===== src/rtl/pgov_pkg.sv =====
package pgov_pkg;

  typedef enum logic [1:0] {
    ST_RUN   = 2'd0,
    ST_EVAL  = 2'd1,
    ST_STEP1 = 2'd2,
    ST_STEP2 = 2'd3
  } pgov_state_e;

  // busy*100 strictly above pct*window
  function automatic logic util_exceeds(input int unsigned busy,
                                        input int unsigned pct,
                                        input int unsigned win);
    return (busy * 100) > (pct * win);
  endfunction

  // busy*100 strictly below pct*window
  function automatic logic util_short_of(input int unsigned busy,
                                         input int unsigned pct,
                                         input int unsigned win);
    return (busy * 100) < (pct * win);
  endfunction

  // performance rank: turbo above everything, smaller index above larger
  function automatic logic is_raise(input logic        t_old,
                                    input int unsigned i_old,
                                    input logic        t_new,
                                    input int unsigned i_new);
    return (t_new && !t_old) || (!t_new && !t_old && (i_new < i_old));
  endfunction

endpackage


===== src/rtl/pgov_sampler.sv =====
module pgov_sampler #(
  parameter int NUM_CORES  = 4,
  parameter int WIN_CYCLES = 32,
  parameter int CNT_W      = 6,
  parameter int ACT_W      = 3
) (
  input  logic                 clk,
  input  logic                 rst_n,
  input  logic                 counting,
  input  logic                 clear,
  input  logic [NUM_CORES-1:0] core_busy,
  output logic                 win_end,
  output logic [CNT_W-1:0]     peak_busy,
  output logic [ACT_W-1:0]     active_cores
);
  localparam int TMR_W = (WIN_CYCLES > 2) ? $clog2(WIN_CYCLES) : 1;
  localparam logic [TMR_W-1:0] TMR_LAST = TMR_W'(WIN_CYCLES - 1);

  logic [TMR_W-1:0] tmr_q;
  logic [CNT_W-1:0] busy_q [NUM_CORES];

  always_ff @(posedge clk) begin
    if (!rst_n)        tmr_q <= '0;
    else if (clear)    tmr_q <= '0;
    else if (counting) tmr_q <= (tmr_q == TMR_LAST) ? '0 : tmr_q + 1'b1;
  end

  assign win_end = counting && (tmr_q == TMR_LAST);

  for (genvar g = 0; g < NUM_CORES; g++) begin : g_core
    always_ff @(posedge clk) begin
      if (!rst_n)                        busy_q[g] <= '0;
      else if (clear)                    busy_q[g] <= '0;
      else if (counting && core_busy[g]) busy_q[g] <= busy_q[g] + 1'b1;
    end
  end

  always_comb begin
    peak_busy    = '0;
    active_cores = '0;
    for (int i = 0; i < NUM_CORES; i++) begin
      if (busy_q[i] > peak_busy) peak_busy = busy_q[i];
      if (busy_q[i] != '0)       active_cores = active_cores + ACT_W'(1);
    end
  end


  peak_in_window_chk: assert property (@(posedge clk) disable iff (!rst_n)
    32'(peak_busy) <= WIN_CYCLES);

endmodule


===== src/rtl/pgov_policy.sv =====
module pgov_policy #(
  parameter int NUM_PSTATES = 4,
  parameter int WIN_CYCLES  = 32,
  parameter int IDX_W       = 2,
  parameter int CNT_W       = 6,
  parameter int ACT_W       = 3,
  parameter int PCT_W       = 7
) (
  input  logic [IDX_W-1:0] cur_idx,
  input  logic             cur_turbo,
  input  logic [CNT_W-1:0] peak_busy,
  input  logic [ACT_W-1:0] active_cores,
  input  logic [PCT_W-1:0] thr_hi,
  input  logic [PCT_W-1:0] thr_lo,
  input  logic             turbo_en,
  input  logic [ACT_W-1:0] turbo_lim,
  output logic [IDX_W-1:0] nxt_idx,
  output logic             nxt_turbo,
  output logic             step_up,
  output logic             step_any
);
  localparam logic [IDX_W-1:0] LOW_IDX = IDX_W'(NUM_PSTATES - 1);
  localparam int unsigned WIN_U = unsigned'(WIN_CYCLES);

  logic want_up;
  logic want_down;
  logic turbo_ok;

  always_comb begin
    want_up   = pgov_pkg::util_exceeds(32'(peak_busy), 32'(thr_hi), WIN_U);
    want_down = pgov_pkg::util_short_of(32'(peak_busy), 32'(thr_lo), WIN_U);
    turbo_ok  = turbo_en && (active_cores <= turbo_lim);

    nxt_idx   = cur_idx;
    nxt_turbo = cur_turbo;
    if (cur_turbo && !turbo_ok) begin
      nxt_turbo = 1'b0;
    end else if (want_up) begin
      if (cur_idx != '0)              nxt_idx   = cur_idx - 1'b1;
      else if (!cur_turbo && turbo_ok) nxt_turbo = 1'b1;
    end else if (want_down) begin
      if (cur_turbo)               nxt_turbo = 1'b0;
      else if (cur_idx != LOW_IDX) nxt_idx   = cur_idx + 1'b1;
    end

    step_any = (nxt_idx != cur_idx) || (nxt_turbo != cur_turbo);
    step_up  = pgov_pkg::is_raise(cur_turbo, 32'(cur_idx), nxt_turbo, 32'(nxt_idx));
  end

endmodule


===== src/rtl/pgov_seq.sv =====
module pgov_seq #(
  parameter int NUM_PSTATES = 4,
  parameter int IDX_W       = 2
) (
  input  logic                   clk,
  input  logic                   rst_n,
  input  logic                   win_end,
  input  logic                   ack,
  input  logic [IDX_W-1:0]       nxt_idx,
  input  logic                   nxt_turbo,
  input  logic                   step_up,
  input  logic                   step_any,
  output pgov_pkg::pgov_state_e  state,
  output logic [IDX_W-1:0]       cur_idx,
  output logic                   cur_turbo,
  output logic [IDX_W-1:0]       f_idx,
  output logic                   f_turbo,
  output logic [IDX_W-1:0]       v_idx,
  output logic                   v_turbo,
  output logic                   req
);
  import pgov_pkg::*;

  localparam logic [IDX_W-1:0] LOW_IDX = IDX_W'(NUM_PSTATES - 1);

  always_ff @(posedge clk) begin
    if (!rst_n) begin
      state     <= ST_RUN;
      cur_idx   <= LOW_IDX;
      cur_turbo <= 1'b0;
      f_idx     <= LOW_IDX;
      f_turbo   <= 1'b0;
      v_idx     <= LOW_IDX;
      v_turbo   <= 1'b0;
    end else begin
      case (state)
        ST_RUN: if (win_end) state <= ST_EVAL;
        ST_EVAL: begin
          if (step_any) begin
            cur_idx   <= nxt_idx;
            cur_turbo <= nxt_turbo;
            if (step_up) begin
              v_idx   <= nxt_idx;
              v_turbo <= nxt_turbo;
            end else begin
              f_idx   <= nxt_idx;
              f_turbo <= nxt_turbo;
            end
            state <= ST_STEP1;
          end else begin
            state <= ST_RUN;
          end
        end
        ST_STEP1: if (ack) begin
          f_idx   <= cur_idx;
          f_turbo <= cur_turbo;
          v_idx   <= cur_idx;
          v_turbo <= cur_turbo;
          state   <= ST_STEP2;
        end
        default: if (ack) state <= ST_RUN;
      endcase
    end
  end

  assign req = (state == ST_STEP1) || (state == ST_STEP2);


  req_hold_chk: assert property (@(posedge clk) disable iff (!rst_n)
    (req && !ack) |=> req);


  pair_stable_chk: assert property (@(posedge clk) disable iff (!rst_n)
    (req && !ack) |=> ($stable(f_idx) && $stable(f_turbo) && $stable(v_idx) && $stable(v_turbo)));


  req_release_chk: assert property (@(posedge clk) disable iff (!rst_n)
    (state == ST_STEP2 && ack) |=> !req);

endmodule


===== src/rtl/pstate_governor.sv =====
module pstate_governor #(
  parameter int NUM_CORES   = 4,
  parameter int NUM_PSTATES = 4,
  parameter int WIN_CYCLES  = 32,
  parameter int F_W         = 8,
  parameter int V_W         = 8,
  parameter int PCT_W       = 7,
  localparam int IDX_W      = $clog2(NUM_PSTATES),
  localparam int ACT_W      = $clog2(NUM_CORES + 1),
  localparam int PAIR_W     = F_W + V_W,
  localparam int TBL_W      = NUM_PSTATES * PAIR_W
) (
  input  logic                 clk,
  input  logic                 rst_n,
  input  logic [NUM_CORES-1:0] core_busy,
  input  logic [PCT_W-1:0]     thr_hi,
  input  logic [PCT_W-1:0]     thr_lo,
  input  logic                 turbo_en,
  input  logic [ACT_W-1:0]     turbo_core_lim,
  input  logic [TBL_W-1:0]     pair_tbl,
  input  logic [F_W-1:0]       turbo_freq,
  input  logic [V_W-1:0]       turbo_volt,
  input  logic                 ctl_ack,
  output logic                 ctl_req,
  output logic [F_W-1:0]       ctl_freq,
  output logic [V_W-1:0]       ctl_volt,
  output logic [IDX_W-1:0]     ctl_pidx,
  output logic                 ctl_turbo
);
  import pgov_pkg::*;

  localparam int CNT_W = $clog2(WIN_CYCLES + 1);

  function automatic logic [F_W-1:0] tbl_freq(input logic [TBL_W-1:0] tbl,
                                               input logic [IDX_W-1:0] idx);
    return tbl[32'(idx) * PAIR_W + V_W +: F_W];
  endfunction

  function automatic logic [V_W-1:0] tbl_volt(input logic [TBL_W-1:0] tbl,
                                               input logic [IDX_W-1:0] idx);
    return tbl[32'(idx) * PAIR_W +: V_W];
  endfunction

  pgov_state_e      state;
  logic             win_end;
  logic [CNT_W-1:0] peak_busy;
  logic [ACT_W-1:0] active_cores;
  logic [IDX_W-1:0] cur_idx, nxt_idx, f_idx, v_idx;
  logic             cur_turbo, nxt_turbo, f_turbo, v_turbo;
  logic             step_up, step_any;
  logic             counting, clear;

  assign counting = (state == ST_RUN);
  assign clear    = (state == ST_EVAL);

  pgov_sampler #(
    .NUM_CORES (NUM_CORES),
    .WIN_CYCLES(WIN_CYCLES),
    .CNT_W     (CNT_W),
    .ACT_W     (ACT_W)
  ) u_sampler (
    .clk         (clk),
    .rst_n       (rst_n),
    .counting    (counting),
    .clear       (clear),
    .core_busy   (core_busy),
    .win_end     (win_end),
    .peak_busy   (peak_busy),
    .active_cores(active_cores)
  );

  pgov_policy #(
    .NUM_PSTATES(NUM_PSTATES),
    .WIN_CYCLES (WIN_CYCLES),
    .IDX_W      (IDX_W),
    .CNT_W      (CNT_W),
    .ACT_W      (ACT_W),
    .PCT_W      (PCT_W)
  ) u_policy (
    .cur_idx     (cur_idx),
    .cur_turbo   (cur_turbo),
    .peak_busy   (peak_busy),
    .active_cores(active_cores),
    .thr_hi      (thr_hi),
    .thr_lo      (thr_lo),
    .turbo_en    (turbo_en),
    .turbo_lim   (turbo_core_lim),
    .nxt_idx     (nxt_idx),
    .nxt_turbo   (nxt_turbo),
    .step_up     (step_up),
    .step_any    (step_any)
  );

  pgov_seq #(
    .NUM_PSTATES(NUM_PSTATES),
    .IDX_W      (IDX_W)
  ) u_seq (
    .clk      (clk),
    .rst_n    (rst_n),
    .win_end  (win_end),
    .ack      (ctl_ack),
    .nxt_idx  (nxt_idx),
    .nxt_turbo(nxt_turbo),
    .step_up  (step_up),
    .step_any (step_any),
    .state    (state),
    .cur_idx  (cur_idx),
    .cur_turbo(cur_turbo),
    .f_idx    (f_idx),
    .f_turbo  (f_turbo),
    .v_idx    (v_idx),
    .v_turbo  (v_turbo),
    .req      (ctl_req)
  );

  assign ctl_freq  = f_turbo ? turbo_freq : tbl_freq(pair_tbl, f_idx);
  assign ctl_volt  = v_turbo ? turbo_volt : tbl_volt(pair_tbl, v_idx);
  assign ctl_pidx  = cur_idx;
  assign ctl_turbo = cur_turbo;


  no_eval_in_flight_chk: assert property (@(posedge clk) disable iff (!rst_n)
    win_end |-> !ctl_req);


  single_step_chk: assert property (@(posedge clk) disable iff (!rst_n)
    !$stable(ctl_pidx) |-> ((ctl_pidx == $past(ctl_pidx) + 1'b1) ||
                            (ctl_pidx + 1'b1 == $past(ctl_pidx))));


  turbo_grant_chk: assert property (@(posedge clk) disable iff (!rst_n)
    $rose(ctl_turbo) |-> (ctl_pidx == '0 && $past(turbo_en) &&
                          $past(active_cores) <= $past(turbo_core_lim)));


  volt_first_chk: assert property (@(posedge clk) disable iff (!rst_n)
    ($rose(ctl_req) && ((ctl_turbo && !$past(ctl_turbo)) || (ctl_pidx < $past(ctl_pidx))))
      |-> $stable(ctl_freq));


  freq_first_chk: assert property (@(posedge clk) disable iff (!rst_n)
    ($rose(ctl_req) && ((!ctl_turbo && $past(ctl_turbo)) || (ctl_pidx > $past(ctl_pidx))))
      |-> $stable(ctl_volt));

endmodule


===== config.mk =====
export PLATFORM = sky130hd
export DESIGN_NAME = pstate_governor
export DESIGN_NICKNAME = d
export VERILOG_FILES = /design/src/rtl/pgov_pkg.sv /design/src/rtl/pgov_sampler.sv /design/src/rtl/pgov_policy.sv /design/src/rtl/pgov_seq.sv /design/src/rtl/pstate_governor.sv
export SDC_FILE = /design/constraint.sdc
export NUM_CORES = 1
export LEC_CHECK = 0
export ABC_AREA = 1
export BUFFER_PORTS_ARGS = -buffer_cell sky130_fd_sc_hd__buf_2
export CAP_MARGIN = 20
export CORE_MARGIN = 1
export CORE_UTILIZATION = 40
export CTS_CLUSTER_SIZE = 24
export DETAILED_ROUTE_END_ITERATION = 16
export PLACE_DENSITY = 0.69
export SYNTH_ARGS = -nofsm -noshare
export SYNTH_HDL_FRONTEND = slang
export SYNTH_SLANG_ARGS = --single-unit

===== constraint.sdc =====
create_clock -name clk -period 8.4 [get_ports clk]
set_input_delay 2.1 -clock clk [delete_from_list [all_inputs] [get_ports clk]]
set_output_delay 2.1 -clock clk [all_outputs]
set_load 0.02 [all_outputs]

# Yosys cells after proc, flatten, opt, wreduce, memory -nomap -nowiden
# Memory sizes are Yosys's and may differ from the RTL's.
# Index checks and enable logic that the tools add are counted.
word_totals:
  regBits: 16
  ramBits: 24
  input_bits: 105
  out_inout_bits: 20
  wordCells: 151
  memories: 1
classes:
  add_sub_neg: 11
  multipliers: 1
  magnitude_cmp: 8
  n_eq_ne: 12
  shifts: 2
  mux: 69
  bitwise: 9
  reduce_logical: 30
memory_table:
  columns: ["name", "depth", "word_bits", "read_ports", "rd_clocked_by_memory_dff", "write_ports", "line", "text"]
  rows:
  - ["u_sampler.busy_q", 4, 6, 4, 0, 4, "pgov_sampler.sv:20", "logic [CNT_W-1:0] busy_q [NUM_CORES];"]
op_table:
  columns: ["operator", "count"]
  rows:
  - ["2-to-1 mux 6 bit", 12]
  - ["indexed part select 64 x 7 -> 8 bit", 1]
  - ["indexed part select 64 x 8 -> 8 bit", 1]
  - ["2-to-1 mux 1 bit", 31]
  - ["2-to-1 mux 2 bit", 15]
  - ["adder 6 x 1 -> 6 bit (second input constant)", 4]
  - ["nonzero test 6 bit", 4]
  - ["> comparator 6 bit", 3]
  - ["2-to-1 mux 8 bit", 2]
  - ["> comparator 13 x 12 -> 1 bit", 1]
  - ["< comparator 13 x 12 -> 1 bit", 1]
  - ["!= test 2 bit (second input constant)", 6]
  - ["logical AND 1 bit", 11]
  - ["multiplier 6 x 5 -> 11 bit (second input constant)", 1]
  - ["2-to-1 mux 3 bit", 3]
  - ["bitwise OR 1 bit", 8]
  - ["one-hot mux 2 bit (2 select lines)", 2]
  - ["AND reduction 4 bit", 2]
  - ["adder 6 x 4 -> 7 bit (second input constant)", 1]
  - ["adder 3 x 1 -> 3 bit (second input constant)", 2]
  - ["> comparator 6 x 1 -> 1 bit (second input constant)", 1]
  - ["one-hot mux 2 bit (3 select lines)", 1]
  - ["adder 5 x 1 -> 5 bit (second input constant)", 1]
  - ["equality test 5 bit (second input constant)", 1]
  - ["other kinds (20)", 27]

# Logic depth before layout (Yosys ltp)
# Gate-level depths: netlist of the first run.
# An unclocked memory read counts as a cell.
depth:
  ltp_word: 23
  ltp_mapped: 64
  ltp_nobuf: 62

# Modules after synthesis
# From an unflattened synthesis of the first run, not the netlist that was laid out.
unflattened:
  cells_unflattened: 812
  hier_area_um2: 5087.4
by_module_without_submodules:
  columns: ["module", "n_inst", "cells_each", "area_each_um2", "seq_area_each_um2"]
  rows:
  - ["pgov_sampler", 1, 318, 2406.1, 820.8]
  - ["pgov_policy", 1, 171, 1156.1, 0.0]
  - ["pstate_governor", 1, 243, 997.2, 0.0]
  - ["pgov_seq", 1, 80, 528.0, 220.2]

# Worst setup path before layout of the first run
# Ideal clock, no wire load.
synth_timing:
  path_type: "reg-to-reg"
  startpoint: "memory u_sampler.busy_q[0][0]"
  endpoint: "register u_seq.v_turbo"
  arrival_ns: 7.794
  required_ns: 8.291
  slack_ns: 0.497
  stages_incl_launch_ff: 58
  n_path_buf: 2
  synth_period_minus_slack_ns: 7.903
  cell_sequence: "edfxtp_1 > inv_1 > ha_1 > nand4_1 > nand2_1 > ha_1 > nand2_1 > nand2_1 > nand2_2 > nand3_4 > nand2_4 > buf_6 > nand2_1 > o21ai_0 > ha_1 > nand2_2 > nor2_2 > nand3_1 > [22 not listed] > nor2_1 > o21ai_0 > nand2_1 > a21oi_1 > nor2_1 > nor2_1 > nand2_1 > nand2_1 > nand2_2 > ha_1 > a31oi_1 > inv_1 > o21ai_0 > nand2_1 > inv_1 > nand3_1 > nand2_1 > inv_1"
synth_lines:
  columns: ["element", "line", "text"]
  rows:
  - ["start: declaration", "pgov_sampler.sv:20", null]
  - ["end signal: assignment", "pgov_seq.sv:44", "v_turbo <= nxt_turbo;"]
  - ["end signal: assignment", "pgov_seq.sv:58", "v_turbo <= cur_turbo;"]
  - ["end: declaration", "pgov_seq.sv:19", "output logic v_turbo,"]

==> reports/qor.csv, run 1 <==
stage,metric,value,unit
cells_and_area,final instance area,5980,um2
setup_path,Worst R2R Start,u_sampler.busy_q[0][1]$_SDFFCE_PN0P_,
clock_network,clock-pin slew on the worst setup and hold paths,0.06,ns
setup_path,CP max stage cell,edfxtp_1,
logic_synthesis,syn_area_per_cell,6.72,um2
die,# rows,39,
setup_path,critical path type,reg2reg,
logic_synthesis,Cells after Synth,699,
status,outcome,completed,
sta,setup_tns,0,ns
logic_synthesis,synth warn,0,
routing,drt pass-1 iters,5,
cells_and_area,Nets,1003,
clock_network,CTS buffer count,5,
cells_and_area,layout cell share with drive strength beyond 1,0.275,
power_and_ir_drop,VDD IR max,0.287,mV
logic_synthesis,Netlist cell types,39,
die,Die X,110,um
logic_synthesis,top-count cell post-synth,nor2_1,
placement,gpl congestion,0.885,
routing,routed vias,4934,
setup_path,flop2flop setup slack,0.39,ns
global_route,first-pass GRT wire length,20100,um
clock_network,worst-skew pair later-pin latency,0.29,ns
sta,Final Cycle Share,0.953,
routing,Routed Antenna Nets,0,
logic_synthesis,Syn Std Cell Area,4700,um2
sta,Pins Over Slew Limit,0,
setup_path,crit path launch type,register,
sta,Hold Fails Final Rpt,0,
cells_and_area,Final Core Density,0.524,
min_path,Worst Hold Class,reg2reg,
die,core area,11400,um2
logic_synthesis,"top cells by area, synth","ha_1 (17%), edfxtp_1 (15%), nor2_1 (10%), inv_1 (8.5%), nand2_1 (7.7%)",
routing,Routed WL,12300,um
run,max_cap viols,0,
cells_and_area,Area growth syn-to-layout,27.2,%
logic_synthesis,area fraction of the dominant cell type after synthesis,0.173,
logic_synthesis,synthesized flop and latch total,40,
sta,Slew headroom,0.564,
routing,DR WL/cell,12.6,um
global_route,grt ovf,0,
sta,smallest hold slack,0.469,ns
setup_path,Critical Path RT,8.58,ns
logic_synthesis,"Seq/Total Area, Yosys",0.221,
setup_path,Crit Path Max Fanout,12,
clock_network,root buf cell,clkbuf_16,
routing,Via-to-Cell Ratio,5.06,
clock_network,clk buf depth,2,
setup_path,worst-case reg-to-reg path depth,56,
global_route,initial antenna violation count,0,
die,overall die height,110,um
sta,Worst Skew,0.00564,ns
logic_synthesis,"Async S/R FF share, synth",0,
clock_network,H-tree depth,2,
setup_path,Critical Path Max Stage Delay,0.41,ns
setup_path,CP most frequent cell,nand2_1,
logic_synthesis,top_reg_cell synth,edfxtp_1,
routing,Residual DRC,0,
power_and_ir_drop,Leakage,0.00301,uW
placement,"Cell Area, Placed",5480,um2
cells_and_area,number of diodes,0,
die,# IOs,125,
min_path,hold depth,2,
placement,IO buf count,124,
setup_path,Critical Path AT,8.19,ns
routing,1st-iter DRT viols,259,
sta,FMAX,125,MHz
clock_network,CTS Sinks,40,
global_route,GRT Total Usage,0.195,
setup_path,crit path buf inv count,9,
min_path,Min-Delay Endpoint,u_sampler.tmr_q[4]$_SDFFE_PP0P_,
global_route,pin count of the biggest net entering global routing,19,
power_and_ir_drop,PD cells,357,nW/um2
sta,slew at the pin with the worst max-slew slack,0.652,ns
clock_network,TritonCTS clock tree,done,
logic_synthesis,"area leader, netlist",ha_1,
setup_path,r2r endpoint,u_seq.f_idx[1]$_SDFFE_PN1P_,
die,Initial Util,0.412,
setup_path,crit end category,register,
logic_synthesis,number of flops mapped to enable cells by yosys,24,
sta,Final Critical Period,8.01,ns
placement,Detail Placement HPWL,9590,um
min_path,hold path start,u_sampler.tmr_q[4]$_SDFFE_PP0P_,
die,Die Area,12200,um2
clock_network,Post-CTS Hold Fix Bufs,0,
logic_synthesis,syn nets,870,
sta,Final setup viols,0,
logic_synthesis,synth cell count leaders,"nor2_1 (128), inv_1 (107), nand2_1 (96), ha_1 (65), o21ai_0 (50)",
setup_path,Crit path max-delay family,simple AND/OR/NAND/NOR gates,
global_route,vias in the first global route,4628,
==> how the worst max path moves through the flow <==
stage	startpoint	end	slack (ns)	cells past startpoint
floorplan	u_sampler.busy_q[0][0]$_SDFFCE_PN0P_	u_seq.v_turbo$_SDFFE_PN0P_	0.50	57
global placement	u_sampler.busy_q[0][1]$_SDFFCE_PN0P_	u_seq.f_turbo$_SDFFE_PN0P_	0.16	55
detailed placement	u_sampler.busy_q[0][1]$_SDFFCE_PN0P_	u_seq.v_turbo$_SDFFE_PN0P_	-0.04	55
CTS	u_sampler.busy_q[0][1]$_SDFFCE_PN0P_	u_seq.v_turbo$_SDFFE_PN0P_	0.04	54
global route	u_sampler.busy_q[0][1]$_SDFFCE_PN0P_	u_seq.f_idx[0]$_SDFFE_PN1P_	-0.20	59
finish	u_sampler.busy_q[0][1]$_SDFFCE_PN0P_	u_seq.f_idx[1]$_SDFFE_PN1P_	0.39	56
==> placed cells by master (no fill, tap or decap), drive strengths merged, types with 2 or more instances in the layout <==
cell    count
buf       140
nor2      133
nand2     119
inv       110
ha         65
nand3      54
o21ai      53
a21oi      39
edfxtp     24
a31oi      19
dfxtp      16
nor3       12
xor2        7
clkbuf      6
nand4       6
o21bai      4
o21a        4
o211ai      4
or2         3
nor3b       3
xnor2       2
clkinv      2
a211oi      2
==> sequential cells by signal, indices dropped and copies added (netlist names) <==
signal	flops
u_seq.f_turbo	1
u_seq.v_idx	2
u_seq.cur_turbo	1
u_sampler.tmr_q	5
u_seq.v_turbo	1
u_seq.f_idx	2
u_sampler.busy_q	24
u_seq.state	2
u_seq.cur_idx	2
==> metal layers <==
layer	global-route usage	wire, um	up-vias
met4	0.0480	147	0
li1	-	-	2573
met1	0.260	5760	2207
met2	0.332	5770	143
met5	0	0	-
met3	0.0241	617	11
==> per-stage QoR <==
step	instances	power [uW]	worst slack [ns]
final	976	2140	0.391
after global routing	976	2370	-0.195
after CTS	966	1760	0.0351
after detailed placement	958	1520	-0.0439
after global placement	958	1510	0.164
after floorplan	699	1260	0.497
==> final cells by class <==
class                           instances  area, um2
Fill cell                            1164       5440
Multi-Input combinational cell        535       3440
Sequential cell                        40       1040
Timing Repair Buffer                  140        741
Inverter                              110        413
Tap cell                              143        179
Clock buffer                            6        150
Clock inverter                          2       15.0
==> what timing repair did <==
item | in CTS | in global routing
pin swaps | 0 | 19
setup buffers | 0 | 9
resized for setup | 2 | 46
gates cloned | 0 | 1
endpoints found under the setup margin | 5 | 10
==> worst min-delay path, delay by kind of cell, from the launching register on <==
kind	cells	cell delay, ns
flops	1	0.31
simple gates	1	0.06
compound gates	1	0.05
==> kinds of logic (layout without fill, tap and decap cells) <==
kind of cell / after synthesis / after routing / share of synthesized area
flops: 40 / 40 / 0.221
simple gates: 330 / 331 / 0.327
fa+ha+maj: 66 / 66 / 0.177
xor+xnor: 9 / 9 / 0.0168
mux: 1 / 1 / 0.00240
buf+inv: 125 / 258 / 0.103
compound gates: 128 / 128 / 0.152
==> power by group <==
part | internal (uW) | leakage (uW) | switching [uW]
registers | 221 | 0.000385 | 14.3
logic | 752 | 0.00254 | 939
clock network | 129 | 0.0000829 | 82.1
total | 1100 | 0.00301 | 1040
Power figures use the tool's default switching activity.
==> run 2, diff against run 1 <==
ABC_AREA = unset   (was 1)
CORE_UTILIZATION = 50   (was 40)
PLACE_DENSITY = 0.81   (was 0.69)
==> reports/qor.csv, run 2 <==
stage,metric,value,unit,change
run,max_cap viols,0,,unchanged
logic_synthesis,synthesized flop and latch total,40,,unchanged
sta,Final Critical Period,10.13,ns,+2.12 ns
setup_path,CP most frequent cell,buf_4,,
global_route,grt ovf,0,,unchanged
logic_synthesis,synth cell count leaders,"ha_1 (65), nor2_1 (64), inv_1 (54), nand2_1 (39), o21ai_0 (28)",,
clock_network,clock-pin slew on the worst setup and hold paths,0.08,ns,+0.02 ns
clock_network,root buf cell,clkbuf_8,,
routing,DR WL/cell,20.0,um,+59%
sta,Final Cycle Share,1.21,,+0.253
logic_synthesis,Syn Std Cell Area,5110,um2,+8.7%
logic_synthesis,number of flops mapped to enable cells by yosys,24,,unchanged
logic_synthesis,area fraction of the dominant cell type after synthesis,0.159,,-0.0139
setup_path,crit path launch type,register,,
sta,Hold Fails Final Rpt,0,,unchanged
setup_path,Worst R2R Start,u_sampler.busy_q[0][0]$_SDFFCE_PN0P_,,
global_route,initial antenna violation count,1,,+1
clock_network,worst-skew pair later-pin latency,0.30,ns,about the same
logic_synthesis,top_reg_cell synth,edfxtp_1,,
logic_synthesis,"Async S/R FF share, synth",0,,unchanged
die,overall die height,103,um,-6.6%
power_and_ir_drop,PD cells,371,nW/um2,+3.8%
sta,FMAX,98.7,MHz,-21%
logic_synthesis,syn nets,772,,-11%
cells_and_area,Largest regs,"u_sampler.busy_q (24), u_sampler.tmr_q (5)",,
die,core area,9820,um2,-14%
setup_path,critical path type,reg2reg,,
clock_network,CTS Sinks,40,,unchanged
cells_and_area,Biggest register,u_sampler.busy_q,,
routing,1st-iter DRT viols,543,,+110%
setup_path,Crit Path Max Fanout,6,,-6
min_path,hold path start,u_sampler.tmr_q[3]$_SDFFE_PP0P_,,
setup_path,crit end category,register,,
clock_network,H-tree depth,2,,unchanged
cells_and_area,max reg flops,24,,unchanged
setup_path,Critical Path Max Stage Delay,0.41,ns,about the same
die,Die Area,10600,um2,-13%
setup_path,Crit. Startpoint,u_sampler.busy_q[0][0]$_SDFFCE_PN0P_,,
global_route,first-pass GRT wire length,31400,um,+56%
logic_synthesis,syn_area_per_cell,8.50,um2,+26%
cells_and_area,layout cell share with drive strength beyond 1,0.513,,+0.238
sta,Pins Over Slew Limit,0,,unchanged
global_route,GRT Total Usage,0.390,,+0.195
placement,placed cells,956,,-0.21%
sta,slew at the pin with the worst max-slew slack,1.14,ns,+0.489 ns
cells_and_area,final instance area,7960,um2,+33%
global_route,vias in the first global route,6396,,+38%
power_and_ir_drop,VDD IR max,0.539,mV,+88%
global_route,pin count of the biggest net entering global routing,22,,+3
setup_path,Critical Path RT,8.57,ns,about the same
logic_synthesis,synth warn,0,,unchanged
cells_and_area,most frequent cells in the layout,"buf_4 (187), buf_2 (124), nor2_1 (55)",,
logic_synthesis,Netlist cell types,74,,+90%
placement,IO buf count,124,,unchanged
power_and_ir_drop,Leakage,0.00377,uW,+25%
logic_synthesis,"Seq/Total Area, Yosys",0.204,,-0.0177
cells_and_area,Nets,1069,,+6.6%
cells_and_area,Finished Layout Cells,1033,,+5.8%
routing,drt pass-1 iters,6,,+1
setup_path,Critical Path AT,10.30,ns,+2.11 ns
logic_synthesis,"area leader, netlist",ha_1,,
logic_synthesis,"top cells by area, synth","ha_1 (16%), edfxtp_1 (14%), mux4_2 (7.1%), dfxtp_1 (6.3%), mux2_2 (5.1%)",,
routing,routed vias,6404,,+30%
routing,Via-to-Cell Ratio,6.20,,+23%
routing,Routed WL,20700,um,+68%
cells_and_area,Area growth syn-to-layout,55.8,%,
min_path,Worst Hold Class,reg2reg,,
die,Initial Util,0.520,,+0.109
sta,RSZ-0062 raised after global routing,yes,,
routing,Residual DRC,0,,unchanged
placement,gpl congestion,0.915,,+3.4%
sta,Slew headroom,0.231,,-0.333
clock_network,clk buf depth,2,,unchanged
cells_and_area,"commonest non-fill, non-tap cell in the layout",buf_4,,
logic_synthesis,top-count cell post-synth,ha_1,,
sta,setup ws final,-1.73,ns,-2.12 ns
status,failing checks,negative setup slack,,
die,# IOs,125,,unchanged
sta,Final setup viols,10,,+10
routing,Routed Antenna Nets,0,,unchanged
die,Die X,103,um,-6.6%
sta,Worst Skew,0.0120,ns,+0.00634 ns
logic_synthesis,Cells after Synth,601,,-14%
placement,Detail Placement HPWL,12900,um,+35%
clock_network,CTS buffer count,5,,unchanged
placement,"Cell Area, Placed",6970,um2,+27%
die,# rows,36,,-7.7%
setup_path,CP max stage cell,edfxtp_1,,
clock_network,TritonCTS clock tree,done,,
status,outcome,finished with violations,,
==> run 2: cell types whose count changed in the layout (fill, tap and decap cells not counted), moves of 11 or more <==
cell     delta
buf_4     +171
nor2_1     -73
nand2_1    -61
inv_1      -54
nand3_1    -27
o21ai_0    -27
mux2_2     +20
a21oi_1    -19
mux4_2     +16
nand2_2    -16
xnor2_1    +15
a31oi_1    -14
nor2b_1    +11
==> run 2: layout make-up <==
cell class | count | area [um2]
multi-input combinational | 482 | 4390
timing repair buffer | 315 | 2070
fill | 590 | 1860
sequential | 40 | 1040
inverter | 54 | 203
tap | 133 | 166
clock buffer | 7 | 86.3
clock inverter | 1 | 6.26
antenna | 1 | 2.50
==> run 2: where the power goes <==
group / internal (uW) / switching [uW] / total (uW)
registers: 219 / 13.0 / 232
logic: 1360 / 1220 / 2580
clock network: 67.1 / 71.8 / 139
==> run 2: worst max-delay path, delay by kind of cell (launching register included) <==
kind / cells / cell delay, ns
compound gates: 4 / 0.59
fa+ha+maj: 5 / 1.20
buf+inv: 43 / 5.30
flops: 1 / 0.41
mux: 3 / 0.68
simple gates: 11 / 1.80
==> run 2: cells by family (layout without fill, tap and decap cells) <==
family | Yosys count | count (layout) | share of synthesized area
simple gates | 201 | 202 | 0.197
compound gates | 135 | 135 | 0.185
buf+inv | 80 | 377 | 0.0597
fa+ha+maj | 68 | 68 | 0.167
mux | 46 | 46 | 0.135
flops | 40 | 40 | 0.204
xor+xnor | 31 | 31 | 0.0531
other cells | 0 | 1 | 0
==> run 2: metal layers <==
metal / routed length, um / global-route usage / vias up
met4: 1370 / 0.228 / 0
met3: 1790 / 0.102 / 147
met5: 0 / 0 / -
met1: 7150 / 0.424 / 2984
li1: - / - / 2814
met2: 10400 / 0.685 / 459
==> run 2: per-stage QoR <==
stage	hold WS (ns)	total power [uW]	setup slack, ns	setup TNS (ns)	utilization
CTS	0.501	2750	-1.09	-9.00	0.792
detailed placement	0.488	2340	-1.64	-12.98	0.710
floorplan	0.458	1500	-1.29	-9.07	-
global route	0.524	3160	-2.07	-18.15	0.811
global placement	0.473	2200	-1.28	-9.94	0.710
finish	0.500	2950	-1.73	-14.46	0.811
==> run 2: path summary, 6_finish.rpt <==
path	end	slack (ns)	depth (start not counted)
max	u_seq.f_idx[1]$_SDFFE_PN1P_	-1.73	66
min	u_sampler.tmr_q[3]$_SDFFE_PP0P_	0.50	2
max reg2reg	u_seq.f_idx[1]$_SDFFE_PN1P_	-1.73	66
min reg2reg	u_sampler.tmr_q[3]$_SDFFE_PP0P_	0.50	2
==> run 2: what timing repair did <==
action,4_1_cts,5_1_grt
setup buffers,59,12
endpoints found under the setup margin,10,10
resized for setup,56,24
hold buffers,0,0
gates cloned,1,0
pin swaps,37,20
==> run 3, diff against run 2 <==
CAP_MARGIN = unset   (was 20)
SETUP_SLACK_MARGIN = 0.3   (was unset)
==> reports/qor.csv, run 3 (same netlist as run 2, synthesis figures left out) <==
stage,metric,value,unit,change
placement,gpl congestion,0.915,,unchanged
cells_and_area,Biggest register,u_sampler.busy_q,,
placement,IO buf count,124,,unchanged
setup_path,flop2flop setup slack,-1.94,ns,-0.21 ns
die,core area,9820,um2,unchanged
die,Die X,103,um,unchanged
routing,1st-iter DRT viols,608,,+12%
sta,RSZ-0062 raised after global routing,yes,,
cells_and_area,"commonest non-fill, non-tap cell in the layout",buf_4,,
routing,Routed Antenna Nets,0,,unchanged
die,# IOs,125,,unchanged
setup_path,crit path launch type,register,,
setup_path,CP Depth,49,,-26%
status,outcome,finished with violations,,
clock_network,root buf cell,clkbuf_8,,
min_path,hold depth,2,,unchanged
routing,Routed WL,22200,um,+7.0%
setup_path,r2r endpoint,u_seq.f_idx[1]$_SDFFE_PN1P_,,
clock_network,CTS buffer count,5,,unchanged
sta,slew at the pin with the worst max-slew slack,1.14,ns,-0.00258 ns
sta,setup ws final,-1.94,ns,-0.212 ns
sta,Final setup viols,10,,unchanged
cells_and_area,most frequent cells in the layout,"buf_4 (186), buf_2 (124), nor2_1 (54)",,
min_path,Worst Hold Class,reg2reg,,
clock_network,TritonCTS clock tree,done,,
cells_and_area,layout cell share with drive strength beyond 1,0.519,,+0.00659
min_path,Min-Delay Endpoint,u_sampler.tmr_q[2]$_SDFFE_PP0P_,,
min_path,hold path start,u_sampler.tmr_q[2]$_SDFFE_PP0P_,,
sta,smallest hold slack,0.523,ns,+0.0229 ns
placement,Detail Placement HPWL,12900,um,unchanged
sta,FMAX,96.7,MHz,-2.0%
clock_network,H-tree depth,2,,unchanged
cells_and_area,Final Core Density,0.818,,+0.00675
sta,Pins Over Slew Limit,0,,unchanged
sta,Hold Fails Final Rpt,0,,unchanged
setup_path,CP most frequent cell,ha_4,,
setup_path,Crit path max-delay family,simple AND/OR/NAND/NOR gates,,
die,Initial Util,0.520,,unchanged
global_route,initial antenna violation count,1,,unchanged
sta,Final Critical Period,10.34,ns,+0.212 ns
clock_network,worst-skew pair later-pin latency,0.30,ns,about the same
global_route,vias in the first global route,6362,,-0.53%
power_and_ir_drop,PD cells,382,nW/um2,+3.1%
setup_path,Critical Path Max Stage Delay,0.54,ns,+0.13 ns
routing,Residual DRC,0,,unchanged
setup_path,Critical Path AT,10.51,ns,+0.21 ns
global_route,first-pass GRT wire length,31600,um,+0.81%
clock_network,clock-pin slew on the worst setup and hold paths,0.08,ns,about the same
routing,DR WL/cell,21.4,um,+6.5%
die,overall die height,103,um,unchanged
run,max_cap viols,0,,unchanged
power_and_ir_drop,VDD IR max,0.548,mV,+1.7%
cells_and_area,final instance area,8030,um2,+0.83%
setup_path,critical path type,reg2reg,,
sta,Worst Skew,0.0111,ns,-0.000925 ns
sta,Slew headroom,0.233,,+0.00174
power_and_ir_drop,Leakage,0.00380,uW,+0.73%
cells_and_area,Finished Layout Cells,1038,,+0.48%
setup_path,Critical Path RT,8.56,ns,about the same
setup_path,Crit Path Max Fanout,5,,-1
clock_network,Post-CTS Hold Fix Bufs,0,,unchanged
clock_network,clk buf depth,2,,unchanged
placement,placed cells,956,,unchanged
cells_and_area,Largest regs,"u_sampler.busy_q (24), u_sampler.tmr_q (5)",,
setup_path,crit path buf inv count,6,,-86%
setup_path,crit end category,register,,
routing,Via-to-Cell Ratio,6.32,,+1.9%
routing,drt pass-1 iters,6,,unchanged
placement,"Cell Area, Placed",6970,um2,unchanged
global_route,grt ovf,0,,unchanged
status,failing checks,negative setup slack,,
setup_path,Worst R2R Start,u_sampler.busy_q[0][0]$_SDFFCE_PN0P_,,
sta,Final Cycle Share,1.23,,+0.0252
die,# rows,36,,unchanged
setup_path,worst-case reg-to-reg path depth,49,,-26%
cells_and_area,Nets,1073,,+0.37%
routing,routed vias,6555,,+2.4%
cells_and_area,Area growth syn-to-layout,57.1,%,
clock_network,CTS Sinks,40,,unchanged
global_route,pin count of the biggest net entering global routing,22,,unchanged
die,Die Area,10600,um2,unchanged
cells_and_area,max reg flops,24,,unchanged
sta,setup_tns,-17.90,ns,-3.44 ns
global_route,GRT Total Usage,0.392,,+0.00205
setup_path,CP max stage cell,or4_4,,
run 3: per-layer routing:
metal / GRT usage / wire, um / up-vias
met5: 0 / 0 / -
met4: 0.230 / 1740 / 0
met3: 0.0942 / 1910 / 168
met2: 0.689 / 11000 / 524
met1: 0.431 / 7550 / 3045
li1: - / - / 2818
run 3: worst reg2reg max path, delay by kind of cell (launching register included):
| kind | cells | cell delay (ns) |
|---|---|---|
| multiplexers | 2 | 0.54 |
| AO/OA/AOI/OAI | 12 | 1.85 |
| XOR/XNOR | 1 | 0.10 |
| AND/OR/NAND/NOR | 19 | 4.18 |
| buffers and inverters | 6 | 0.72 |
| flip-flops | 1 | 0.40 |
| adder cells (fa/ha/maj) | 9 | 2.46 |
run 3: final cells by class:
type                    count  area [um2]
diodes                      2        5.00
clock buffers               7        86.3
clock inverters             1        6.26
fillers                   583        1790
inverters                  54         203
multi-input cells         482        4400
flip-flops and latches     40        1040
well taps                 133         166
repair buffers            319        2120
run 3: how the worst max path moves through the flow:
stage                                                     from                           to  slack [ns]
final                     u_sampler.busy_q[0][0]$_SDFFCE_PN0P_  u_seq.f_idx[1]$_SDFFE_PN1P_       -1.94
after global placement    u_sampler.busy_q[0][1]$_SDFFCE_PN0P_  u_seq.f_idx[1]$_SDFFE_PN1P_       -1.28
after floorplan           u_sampler.busy_q[0][4]$_SDFFCE_PN0P_  u_seq.f_idx[1]$_SDFFE_PN1P_       -1.29
after global routing      u_sampler.busy_q[0][0]$_SDFFCE_PN0P_  u_seq.f_idx[1]$_SDFFE_PN1P_       -2.21
after CTS                 u_sampler.busy_q[0][0]$_SDFFCE_PN0P_  u_seq.f_idx[1]$_SDFFE_PN1P_       -1.09
after detailed placement  u_sampler.busy_q[0][0]$_SDFFCE_PN0P_  u_seq.f_idx[1]$_SDFFE_PN1P_       -1.64
run 3: what timing repair did:
| item | 4_1_cts | 5_1_grt |
|---|---|---|
| hold endpoints to repair | 0 | 0 |
| resized for setup | 58 | 29 |
| endpoints found under the setup margin | 10 | 10 |
| cloned | 1 | 0 |
| buffers inserted | 59 | 12 |
| pin swaps | 37 | 24 |
run 3: power breakdown:
part           internal (uW)  switching, uW  total (uW)
combinational           1390           1310        2700
clock                   67.1           71.7         139
sequential               219           12.6         232
run 3: per-stage QoR:
step	setup slack (ns)	power [uW]
2_1_floorplan	-1.29	1500
3_3_place_gp	-1.28	2200
3_5_place_dp	-1.64	2340
4_1_cts	-1.09	2750
5_1_grt	-2.21	3250
6_report	-1.94	3070
